[src/rtl/ixt_pkg.sv]
package ixt_pkg;

    localparam int ATA_SECT_BYTES = 512;
    localparam int PKT_BLK_BYTES  = 2048;
    localparam int ATA_SHIFT      = $clog2(ATA_SECT_BYTES);
    localparam int PKT_SHIFT      = $clog2(PKT_BLK_BYTES);
    localparam int UNITS_LOG      = PKT_SHIFT - ATA_SHIFT;

    typedef enum logic [1:0] {
        OP_READ  = 2'd0,
        OP_WRITE = 2'd1,
        OP_TRIM  = 2'd2
    } xfer_op_e;

    typedef enum logic [1:0] {
        PH_IDLE  = 2'd0,
        PH_CHECK = 2'd1,
        PH_REQ   = 2'd2,
        PH_WAIT  = 2'd3
    } phase_e;

    // Counter control issued by the sequencer each cycle.
    typedef struct packed {
        logic load;
        logic upd;
        logic clr_idx;
    } ctr_cmd_t;

    localparam logic [7:0] SB_READY  = 8'h40;
    localparam logic [7:0] SB_SEEK   = 8'h10;
    localparam logic [7:0] SB_ERR    = 8'h01;
    localparam logic [7:0] STAT_DONE = SB_READY | SB_SEEK;
    localparam logic [7:0] STAT_FAIL = SB_READY | SB_ERR;

    // Whole sectors covered by a byte count, rounded up.
    function automatic logic [31:0] sectors_of(input logic [31:0] nbytes);
        logic [32:0] t;
        t = {1'b0, nbytes} + 33'(ATA_SECT_BYTES - 1);
        return 32'(t >> ATA_SHIFT);
    endfunction

endpackage

[src/rtl/ixt_ata_ctr.sv]
module ixt_ata_ctr
    import ixt_pkg::*;
#(
    parameter int SEC_W = 32,
    parameter int CNT_W = 16,
    parameter int LEN_W = 16
) (
    input  logic             clk,
    input  logic             rst,
    input  ctr_cmd_t         cmd,
    input  logic [SEC_W-1:0] cfg_sector,
    input  logic [CNT_W-1:0] cfg_count,
    input  logic [LEN_W-1:0] upd_bytes,
    output logic [SEC_W-1:0] sector,
    output logic [CNT_W-1:0] count,
    output logic             zero
);

    logic [31:0] nsec;

    assign nsec = sectors_of(32'(upd_bytes));
    assign zero = (count == '0);

    always_ff @(posedge clk) begin
        if (rst) begin
            sector <= '0;
            count  <= '0;
        end else if (cmd.load) begin
            sector <= cfg_sector;
            count  <= cfg_count;
        end else if (cmd.upd) begin
            sector <= sector + SEC_W'(nsec);
            count  <= count - CNT_W'(nsec);
        end
    end

endmodule

[src/rtl/ixt_pkt_ctr.sv]
module ixt_pkt_ctr
    import ixt_pkg::*;
#(
    parameter int SEC_W = 32,
    parameter int PKT_W = 32,
    parameter int LEN_W = 16
) (
    input  logic                    clk,
    input  logic                    rst,
    input  ctr_cmd_t                cmd,
    input  logic [SEC_W-1:0]        cfg_lba,
    input  logic signed [PKT_W-1:0] cfg_size,
    input  logic [LEN_W-1:0]        upd_bytes,
    output logic [SEC_W-1:0]        lba,
    output logic [PKT_SHIFT-1:0]    idx,
    output logic signed [PKT_W-1:0] left,
    output logic                    done,
    output logic [SEC_W-1:0]        req_unit
);

    localparam int SUM_W = ((LEN_W > PKT_SHIFT) ? LEN_W : PKT_SHIFT) + 1;

    logic [SUM_W-1:0] sum;

    assign sum      = SUM_W'(idx) + SUM_W'(upd_bytes);
    assign done     = left[PKT_W-1] || (left == '0);
    assign req_unit = (lba << UNITS_LOG) + SEC_W'(idx >> ATA_SHIFT);

    always_ff @(posedge clk) begin
        if (rst) begin
            lba  <= '0;
            idx  <= '0;
            left <= '0;
        end else if (cmd.load) begin
            lba  <= cfg_lba;
            idx  <= '0;
            left <= cfg_size;
        end else if (cmd.upd) begin
            lba  <= lba + SEC_W'(sum >> PKT_SHIFT);
            idx  <= sum[PKT_SHIFT-1:0];
            left <= left - PKT_W'(upd_bytes);
        end else if (cmd.clr_idx) begin
            idx  <= '0;
        end
    end

endmodule

[src/rtl/ixt_ctrl.sv]
module ixt_ctrl
    import ixt_pkg::*;
#(
    parameter int ADDR_W = 32,
    parameter int LEN_W  = 16
) (
    input  logic              clk,
    input  logic              rst,
    input  logic              cfg_load,
    input  logic              dma_start,
    input  logic [ADDR_W-1:0] dma_addr,
    input  logic [LEN_W-1:0]  dma_len,
    input  logic              req_ready,
    input  logic              rsp_valid,
    input  logic              rsp_err,
    input  logic              complete,
    output phase_e            ph,
    output ctr_cmd_t          cmd,
    output logic [LEN_W-1:0]  buf_len,
    output logic [ADDR_W-1:0] req_addr,
    output logic [ADDR_W-1:0] next_addr,
    output logic [7:0]        status,
    output logic              irq,
    output logic              dma_end
);

    logic [LEN_W-1:0] pend_len;
    logic             launch;
    logic             resp_ok;

    assign launch  = (ph == PH_CHECK) && (pend_len != '0);
    assign resp_ok = (ph == PH_WAIT) && rsp_valid && !rsp_err;

    always_comb begin
        cmd         = '0;
        cmd.load    = (ph == PH_IDLE) && cfg_load;
        cmd.upd     = resp_ok;
        cmd.clr_idx = launch;
    end

    always_ff @(posedge clk) begin
        if (rst) begin
            ph        <= PH_IDLE;
            pend_len  <= '0;
            buf_len   <= '0;
            req_addr  <= '0;
            next_addr <= '0;
            status    <= '0;
            irq       <= 1'b0;
            dma_end   <= 1'b0;
        end else begin
            irq     <= 1'b0;
            dma_end <= 1'b0;
            if (cmd.load) begin
                status <= '0;
            end
            unique case (ph)
                PH_IDLE: begin
                    if (dma_start) begin
                        next_addr <= dma_addr;
                        pend_len  <= dma_len;
                        buf_len   <= '0;
                        ph        <= PH_CHECK;
                    end
                end
                PH_CHECK: begin
                    if (complete) begin
                        status <= STAT_DONE;
                        irq    <= 1'b1;
                    end
                    if (launch) begin
                        buf_len   <= pend_len;
                        req_addr  <= next_addr;
                        next_addr <= next_addr + ADDR_W'(pend_len);
                        pend_len  <= '0;
                        ph        <= PH_REQ;
                    end else begin
                        dma_end <= 1'b1;
                        ph      <= PH_IDLE;
                    end
                end
                PH_REQ: begin
                    if (req_ready) begin
                        ph <= PH_WAIT;
                    end
                end
                PH_WAIT: begin
                    if (rsp_valid) begin
                        if (rsp_err) begin
                            status  <= STAT_FAIL;
                            irq     <= 1'b1;
                            dma_end <= 1'b1;
                            buf_len <= '0;
                            ph      <= PH_IDLE;
                        end else begin
                            ph <= PH_CHECK;
                        end
                    end
                end
                default: ph <= PH_IDLE;
            endcase
        end
    end

endmodule

[src/rtl/ide_xfer_tracker.sv]
module ide_xfer_tracker
    import ixt_pkg::*;
#(
    parameter int SEC_W  = 32,
    parameter int CNT_W  = 16,
    parameter int LEN_W  = 16,
    parameter int ADDR_W = 32,
    parameter int PKT_W  = 32
) (
    input  logic                    clk,
    input  logic                    rst,
    input  logic                    cfg_load,
    input  logic                    cfg_pkt,
    input  logic [1:0]              cfg_op,
    input  logic [SEC_W-1:0]        cfg_sector,
    input  logic [CNT_W-1:0]        cfg_count,
    input  logic [SEC_W-1:0]        cfg_lba,
    input  logic signed [PKT_W-1:0] cfg_pkt_size,
    input  logic                    dma_start,
    input  logic [ADDR_W-1:0]       dma_addr,
    input  logic [LEN_W-1:0]        dma_len,
    output logic                    req_valid,
    input  logic                    req_ready,
    output logic [1:0]              req_op,
    output logic [SEC_W-1:0]        req_lba,
    output logic [ADDR_W-1:0]       req_addr,
    output logic [LEN_W-1:0]        req_bytes,
    input  logic                    rsp_valid,
    input  logic                    rsp_err,
    output logic                    busy,
    output logic [ADDR_W-1:0]       dma_next_addr,
    output logic [SEC_W-1:0]        cur_sector,
    output logic [CNT_W-1:0]        cur_count,
    output logic [SEC_W-1:0]        cur_lba,
    output logic [PKT_SHIFT-1:0]    cur_index,
    output logic signed [PKT_W-1:0] pkt_left,
    output logic [7:0]              status,
    output logic                    irq,
    output logic                    dma_end
);

    phase_e   phase;
    ctr_cmd_t seq_cmd;
    ctr_cmd_t ata_cmd;
    ctr_cmd_t pkt_cmd;
    logic     mode_q;
    xfer_op_e op_q;
    logic     ata_zero;
    logic     pkt_done;
    logic     complete;
    logic     waiting;
    logic [SEC_W-1:0] pkt_unit;

    always_ff @(posedge clk) begin
        if (rst) begin
            mode_q <= 1'b0;
            op_q   <= OP_READ;
        end else if (seq_cmd.load) begin
            mode_q <= cfg_pkt;
            op_q   <= xfer_op_e'(cfg_op);
        end
    end

    // Route the shared update strobe to the counter set of the active mode.
    always_comb begin
        ata_cmd         = '0;
        ata_cmd.load    = seq_cmd.load;
        ata_cmd.upd     = seq_cmd.upd && !mode_q;
        pkt_cmd         = '0;
        pkt_cmd.load    = seq_cmd.load;
        pkt_cmd.upd     = seq_cmd.upd && mode_q;
        pkt_cmd.clr_idx = seq_cmd.clr_idx && !mode_q;
    end

    assign complete  = mode_q ? pkt_done : ata_zero;
    assign busy      = (phase != PH_IDLE);
    assign req_valid = (phase == PH_REQ);
    assign waiting   = (phase == PH_WAIT);
    assign req_op    = mode_q ? OP_READ : op_q;
    assign req_lba   = mode_q ? pkt_unit : cur_sector;

    ixt_ctrl #(
        .ADDR_W (ADDR_W),
        .LEN_W  (LEN_W)
    ) u_ctrl (
        .clk       (clk),
        .rst       (rst),
        .cfg_load  (cfg_load),
        .dma_start (dma_start),
        .dma_addr  (dma_addr),
        .dma_len   (dma_len),
        .req_ready (req_ready),
        .rsp_valid (rsp_valid),
        .rsp_err   (rsp_err),
        .complete  (complete),
        .ph        (phase),
        .cmd       (seq_cmd),
        .buf_len   (req_bytes),
        .req_addr  (req_addr),
        .next_addr (dma_next_addr),
        .status    (status),
        .irq       (irq),
        .dma_end   (dma_end)
    );

    ixt_ata_ctr #(
        .SEC_W (SEC_W),
        .CNT_W (CNT_W),
        .LEN_W (LEN_W)
    ) u_ata (
        .clk        (clk),
        .rst        (rst),
        .cmd        (ata_cmd),
        .cfg_sector (cfg_sector),
        .cfg_count  (cfg_count),
        .upd_bytes  (req_bytes),
        .sector     (cur_sector),
        .count      (cur_count),
        .zero       (ata_zero)
    );

    ixt_pkt_ctr #(
        .SEC_W (SEC_W),
        .PKT_W (PKT_W),
        .LEN_W (LEN_W)
    ) u_pkt (
        .clk       (clk),
        .rst       (rst),
        .cmd       (pkt_cmd),
        .cfg_lba   (cfg_lba),
        .cfg_size  (cfg_pkt_size),
        .upd_bytes (req_bytes),
        .lba       (cur_lba),
        .idx       (cur_index),
        .left      (pkt_left),
        .done      (pkt_done),
        .req_unit  (pkt_unit)
    );

endmodule

[config.mk]
export PLATFORM = sky130hd
export DESIGN_NAME = ide_xfer_tracker
export DESIGN_NICKNAME = d
export VERILOG_FILES = /design/src/rtl/ixt_pkg.sv /design/src/rtl/ixt_ata_ctr.sv /design/src/rtl/ixt_pkt_ctr.sv /design/src/rtl/ixt_ctrl.sv /design/src/rtl/ide_xfer_tracker.sv
export SDC_FILE = /design/constraint.sdc
export NUM_CORES = 1
export LEC_CHECK = 0
export ABC_AREA = 1
export BUFFER_PORTS_ARGS = -buffer_cell sky130_fd_sc_hd__buf_2
export CAP_MARGIN = 20
export CORE_MARGIN = 10
export CORE_UTILIZATION = 41
export CTS_BUF_LIST = sky130_fd_sc_hd__clkbuf_8 sky130_fd_sc_hd__clkbuf_16
export CTS_CLUSTER_DIAMETER = 80
export CTS_CLUSTER_SIZE = 20
export DETAILED_ROUTE_END_ITERATION = 7
export GPL_TIMING_DRIVEN = 0
export MAX_ROUTING_LAYER = met4
export PLACE_DENSITY_LB_ADDON = 0.08
export SKIP_LAST_GASP = 1
export SYNTH_ARGS = -nofsm -noshare
export SYNTH_HDL_FRONTEND = slang
export SYNTH_SLANG_ARGS = --single-unit
export TNS_END_PERCENT = 1
[constraint.sdc]
create_clock -name clk -period 4.1 [get_ports clk]
set_clock_uncertainty 0.05 [all_clocks]
set_input_delay 0.82 -clock clk [delete_from_list [all_inputs] [get_ports clk]]
set_output_delay 0.82 -clock clk [all_outputs]
set_load 0.05 [all_outputs]
==> impl_metrics.env <==
export IMPL_ant_nets=0
export IMPL_yosysWarnings=0
export IMPL_fin_crit_sh=0.937
export IMPL_portBuffers=417
export IMPL_yosys_area_share_simple=0.379
export IMPL_globalplace_congestion=1.02
export IMPL_drt_initial_drc_count=2135
export IMPL_dp_hpwl_mm=67.6
export IMPL_h_tree_depth=1
export IMPL_drt_met1_wl_mm=35.5
export IMPL_reg2reg_to="u_pkt.lba[26]$_SDFFE_PP0P_"
export IMPL_ctsRootBufferMaster="clkbuf_16"
export IMPL_grt_pass1_vias=19603
export IMPL_max_vdd_ir_drop_mv=0.388
export IMPL_clock_path_buffers=3
export IMPL_path_clk_slew_ps=90
export IMPL_mostFrequentLayoutCells="812 x nand2_1, 456 x buf_2, 339 x nor2_1"
export IMPL_switching_share=0.515
export IMPL_synth_area_mux_share=0.000604
export IMPL_outcome="finished, final reports clean"
export IMPL_top_layer_used="met4"
export IMPL_cts_tree="yes"
export IMPL_critPathRequiredTime_ps=4450
export IMPL_synth_compound_area_frac=0.161
export IMPL_synth_edf_count=0
export IMPL_synth_top_family_by_area="simple AND/OR/NAND/NOR gates"
export IMPL_worst_pin_slew_ps=1170
export IMPL_p_seq_frac=0.291
export IMPL_fin_crit_ps=3840
export IMPL_tritoncts_num_buffers=21
export IMPL_synth_fa_ha_area_frac=0.0563
export IMPL_gr_total_overflow=0
export IMPL_syn_inst=2772
export IMPL_final_common_cell="nand2_1"
export IMPL_viasPerCell=5.54
export IMPL_num_rows=73
export IMPL_hold_slack_ps=412
export IMPL_power_density_mw_per_mm2=526
export IMPL_synth_xor_area_frac=0.0201
export IMPL_hold_end="op_q[0]$_SDFFE_PP0P_"
export IMPL_rr_worst_depth=19
export IMPL_cts_sinks=234
export IMPL_hold_buffers=0
export IMPL_drive_gt1_frac=0.170
export IMPL_placedCellCount=3714
export IMPL_finalSetupViolCount=0
export IMPL_synth_cell_types=47
export IMPL_hold_depth=2
export IMPL_core_area_mm2=0.0398
export IMPL_cp_start_kind="flop"
export IMPL_start_util=0.416
export IMPL_async_flop_share=0
export IMPL_maxCapViolations=0
export IMPL_relSlewSlack=0.217
export IMPL_rr_startpoint="u_ctrl.buf_len[0]$_SDFFE_PP0P_"
export IMPL_route_detailed_drc=0
export IMPL_rsz0062_at_grt="yes"
export IMPL_comb_power_share=0.496
export IMPL_route_met3_wl_mm=7.35
export IMPL_met2_length_mm=37.2
export IMPL_yosys_most_used_dff="dfxtp_1"
export IMPL_finalHoldViolations=0
export IMPL_ys_seq_area_frac=0.283
export IMPL_worstSetupPathType="flop to flop"
export IMPL_drt_wl_total_mm=83.1
export IMPL_max_freq_mhz=260
export IMPL_fp_dieW_um=221
export IMPL_r2r_slack_ps=260
export IMPL_final_cells=3753
export IMPL_syn_num_nets=3013
export IMPL_ys_seq_elements=234
export IMPL_timing_critical_path_to_type="flop"
export IMPL_hold_path_class="flop to flop"
export IMPL_antenna_found_initial=1
export IMPL_worstHoldStart="op_q[0]$_SDFFE_PP0P_"
export IMPL_crit_path_max_fanout=5
export IMPL_num_io_pins=419
export IMPL_finalMaxSlewViolations=0
export IMPL_cp_arrival_ps=4200
export IMPL_clk_latency_ps=560
export IMPL_p_switching_w=0.00544
export IMPL_syn_area_mm2=0.0166
export IMPL_p_int_w=0.00512
export IMPL_grt_max_degree=21
export IMPL_finalPower_w=0.0106
export IMPL_grt_util_all_layers=0.329
export IMPL_detailroute_via_count=20797
export IMPL_area_delta_synth_final_pct=21.2
export IMPL_syn_avg_cell_area_um2=5.98
export IMPL_num_nets_final=3453
export IMPL_firstDrtPassIters=6
export IMPL_fp_dieH_um=221
export IMPL_wl_per_cell_um=22.1
export IMPL_die_area_mm2=0.0489
export IMPL_grt_pass1_wl_mm=123
export IMPL_power_frac_clock=0.213
export IMPL_cellLeakagePower_nw=9.93
[cells in the mapped netlist, types with 4 or more instances]
| library cell | n | area [um2] |
|---|---|---|
| inv_1 | 296 | 1110 |
| buf_1 | 6 | 22.5 |
| clkbuf_1 | 54 | 203 |
| o21bai_1 | 10 | 75.1 |
| o21ai_0 | 150 | 751 |
| nor3_1 | 47 | 235 |
| nand2_1 | 812 | 3050 |
| or2_2 | 12 | 75.1 |
| ha_1 | 65 | 813 |
| nand2_2 | 6 | 37.5 |
| nand3b_1 | 10 | 75.1 |
| buf_2 | 39 | 195 |
| o21ai_1 | 11 | 55.1 |
| dfxtp_1 | 234 | 4680 |
| o211ai_1 | 9 | 67.6 |
| nand3_1 | 221 | 1110 |
| a21o_1 | 5 | 37.5 |
| a211oi_1 | 19 | 143 |
| nand4_1 | 39 | 244 |
| buf_6 | 5 | 56.3 |
| nor2_1 | 342 | 1280 |
| a31oi_1 | 16 | 100 |
| fa_1 | 6 | 120 |
| and2_1 | 4 | 25.0 |
| a21oi_1 | 268 | 1340 |
| inv_2 | 13 | 48.8 |
| xor2_1 | 36 | 315 |
| nor4_1 | 4 | 25.0 |
[critical path: stages, from the launching register on]
cell and delay [ps]:
dfxtp_1 380, ha_1 250, fa_1 410, nand3_1 120, nand2_1 80, nand2_1 80
nand2_1 90, a21oi_2 200, o21ai_2 130, xor2_1 230, inv_1 90, fa_1 440
o21ai_2 280, a21oi_1 200, nor2_2 250, nand2_1 80, nand2_1 60, nand3_1 80
nand2_1 110, a21oi_1 60
[layout make-up]
| class | count | area [um2] |
|---|---|---|
| Clock inverter | 14 | 176 |
| Timing Repair Buffer | 417 | 2090 |
| Antenna cell | 2 | 5.00 |
| Multi-Input combinational cell | 2122 | 10300 |
| Clock buffer | 23 | 553 |
| Buffer | 107 | 499 |
| Sequential cell | 234 | 4690 |
| Fill cell | 4367 | 19700 |
| Tap cell | 525 | 657 |
| Inverter | 309 | 1160 |
[power groups by stage]
stage	registers, W	logic (W)	clock network, W
floorplan	0.00394	0.00267	0
global placement	0.00309	0.00514	0
detailed placement	0.00310	0.00517	0
CTS	0.00305	0.00519	0.00226
global route	0.00310	0.00569	0.00235
finish	0.00307	0.00524	0.00225
[worst max-delay path by stage]
stage / start / end / slack [ps] / cells past startpoint
4_1_cts: u_ctrl.buf_len[0]$_SDFFE_PP0P_ / u_pkt.lba[26]$_SDFFE_PP0P_ / 2 / 19
6_report: u_ctrl.buf_len[0]$_SDFFE_PP0P_ / u_pkt.lba[26]$_SDFFE_PP0P_ / 260 / 19
2_1_floorplan: u_ctrl.buf_len[0]$_SDFFE_PP0P_ / u_pkt.lba[16]$_SDFFE_PP0P_ / 580 / 19
3_3_place_gp: u_ctrl.buf_len[2]$_SDFFE_PP0P_ / u_pkt.lba[26]$_SDFFE_PP0P_ / -70 / 19
5_1_grt: u_ctrl.buf_len[4]$_SDFFE_PP0P_ / u_ata.sector[28]$_SDFFE_PP0P_ / -9 / 21
3_5_place_dp: u_ctrl.buf_len[2]$_SDFFE_PP0P_ / u_pkt.lba[26]$_SDFFE_PP0P_ / -110 / 19
[cells by family (layout without fill, tap and decap cells)]
| family | after synthesis | count (layout) |
|---|---|---|
| and+or+nand+nor | 1512 | 1512 |
| AOI/OAI and AO/OA | 500 | 500 |
| buffers and inverters | 416 | 870 |
| DFF | 234 | 234 |
| adders and majority gates | 71 | 71 |
| xor gates and xnor gates | 38 | 38 |
| muxes | 1 | 1 |
| other | 0 | 2 |
[flip-flops by register name, summed over array words and instances, names as in the netlist, 2 cells and up, named ones only]
register          cells
u_pkt.left           32
u_ctrl.status         8
u_ata.sector         32
u_ctrl.req_addr      32
u_pkt.lba            32
u_ctrl.next_addr     32
u_ctrl.buf_len       16
u_ctrl.pend_len      16
u_pkt.idx            11
u_ata.count          16
op_q                  2
[metal layers]
layer | up-vias | GRT usage
li1 | 9894 | -
met1 | 9748 | 0.428
met2 | 1023 | 0.511
met3 | 132 | 0.0482
met4 | 0 | 0.116
met5 | - | -
[what timing repair did]
action | in CTS | in global routing
endpoints found under the hold margin | 0 | 0
resized for setup | 2 | 9
endpoints found under the setup margin | 4 | 28
setup buffers | 0 | 0
[stage by stage]
| step | util | setup TNS [ps] | cell area [um2] | setup slack, ps |
|---|---|---|---|---|
| 2_1_floorplan | - | 0 | 16600 | 578 |
| 4_1_cts | 0.503 | 0 | 20000 | 2.40 |
| 3_3_place_gp | 0.485 | -167 | 19300 | -73.6 |
| 3_5_place_dp | 0.485 | -287 | 19300 | -112 |
| 5_1_grt | 0.504 | -20.2 | 20100 | -8.74 |
| 6_report | 0.504 | 0 | 20100 | 257 |
Note: power is estimated with default switching activity, not from simulation.
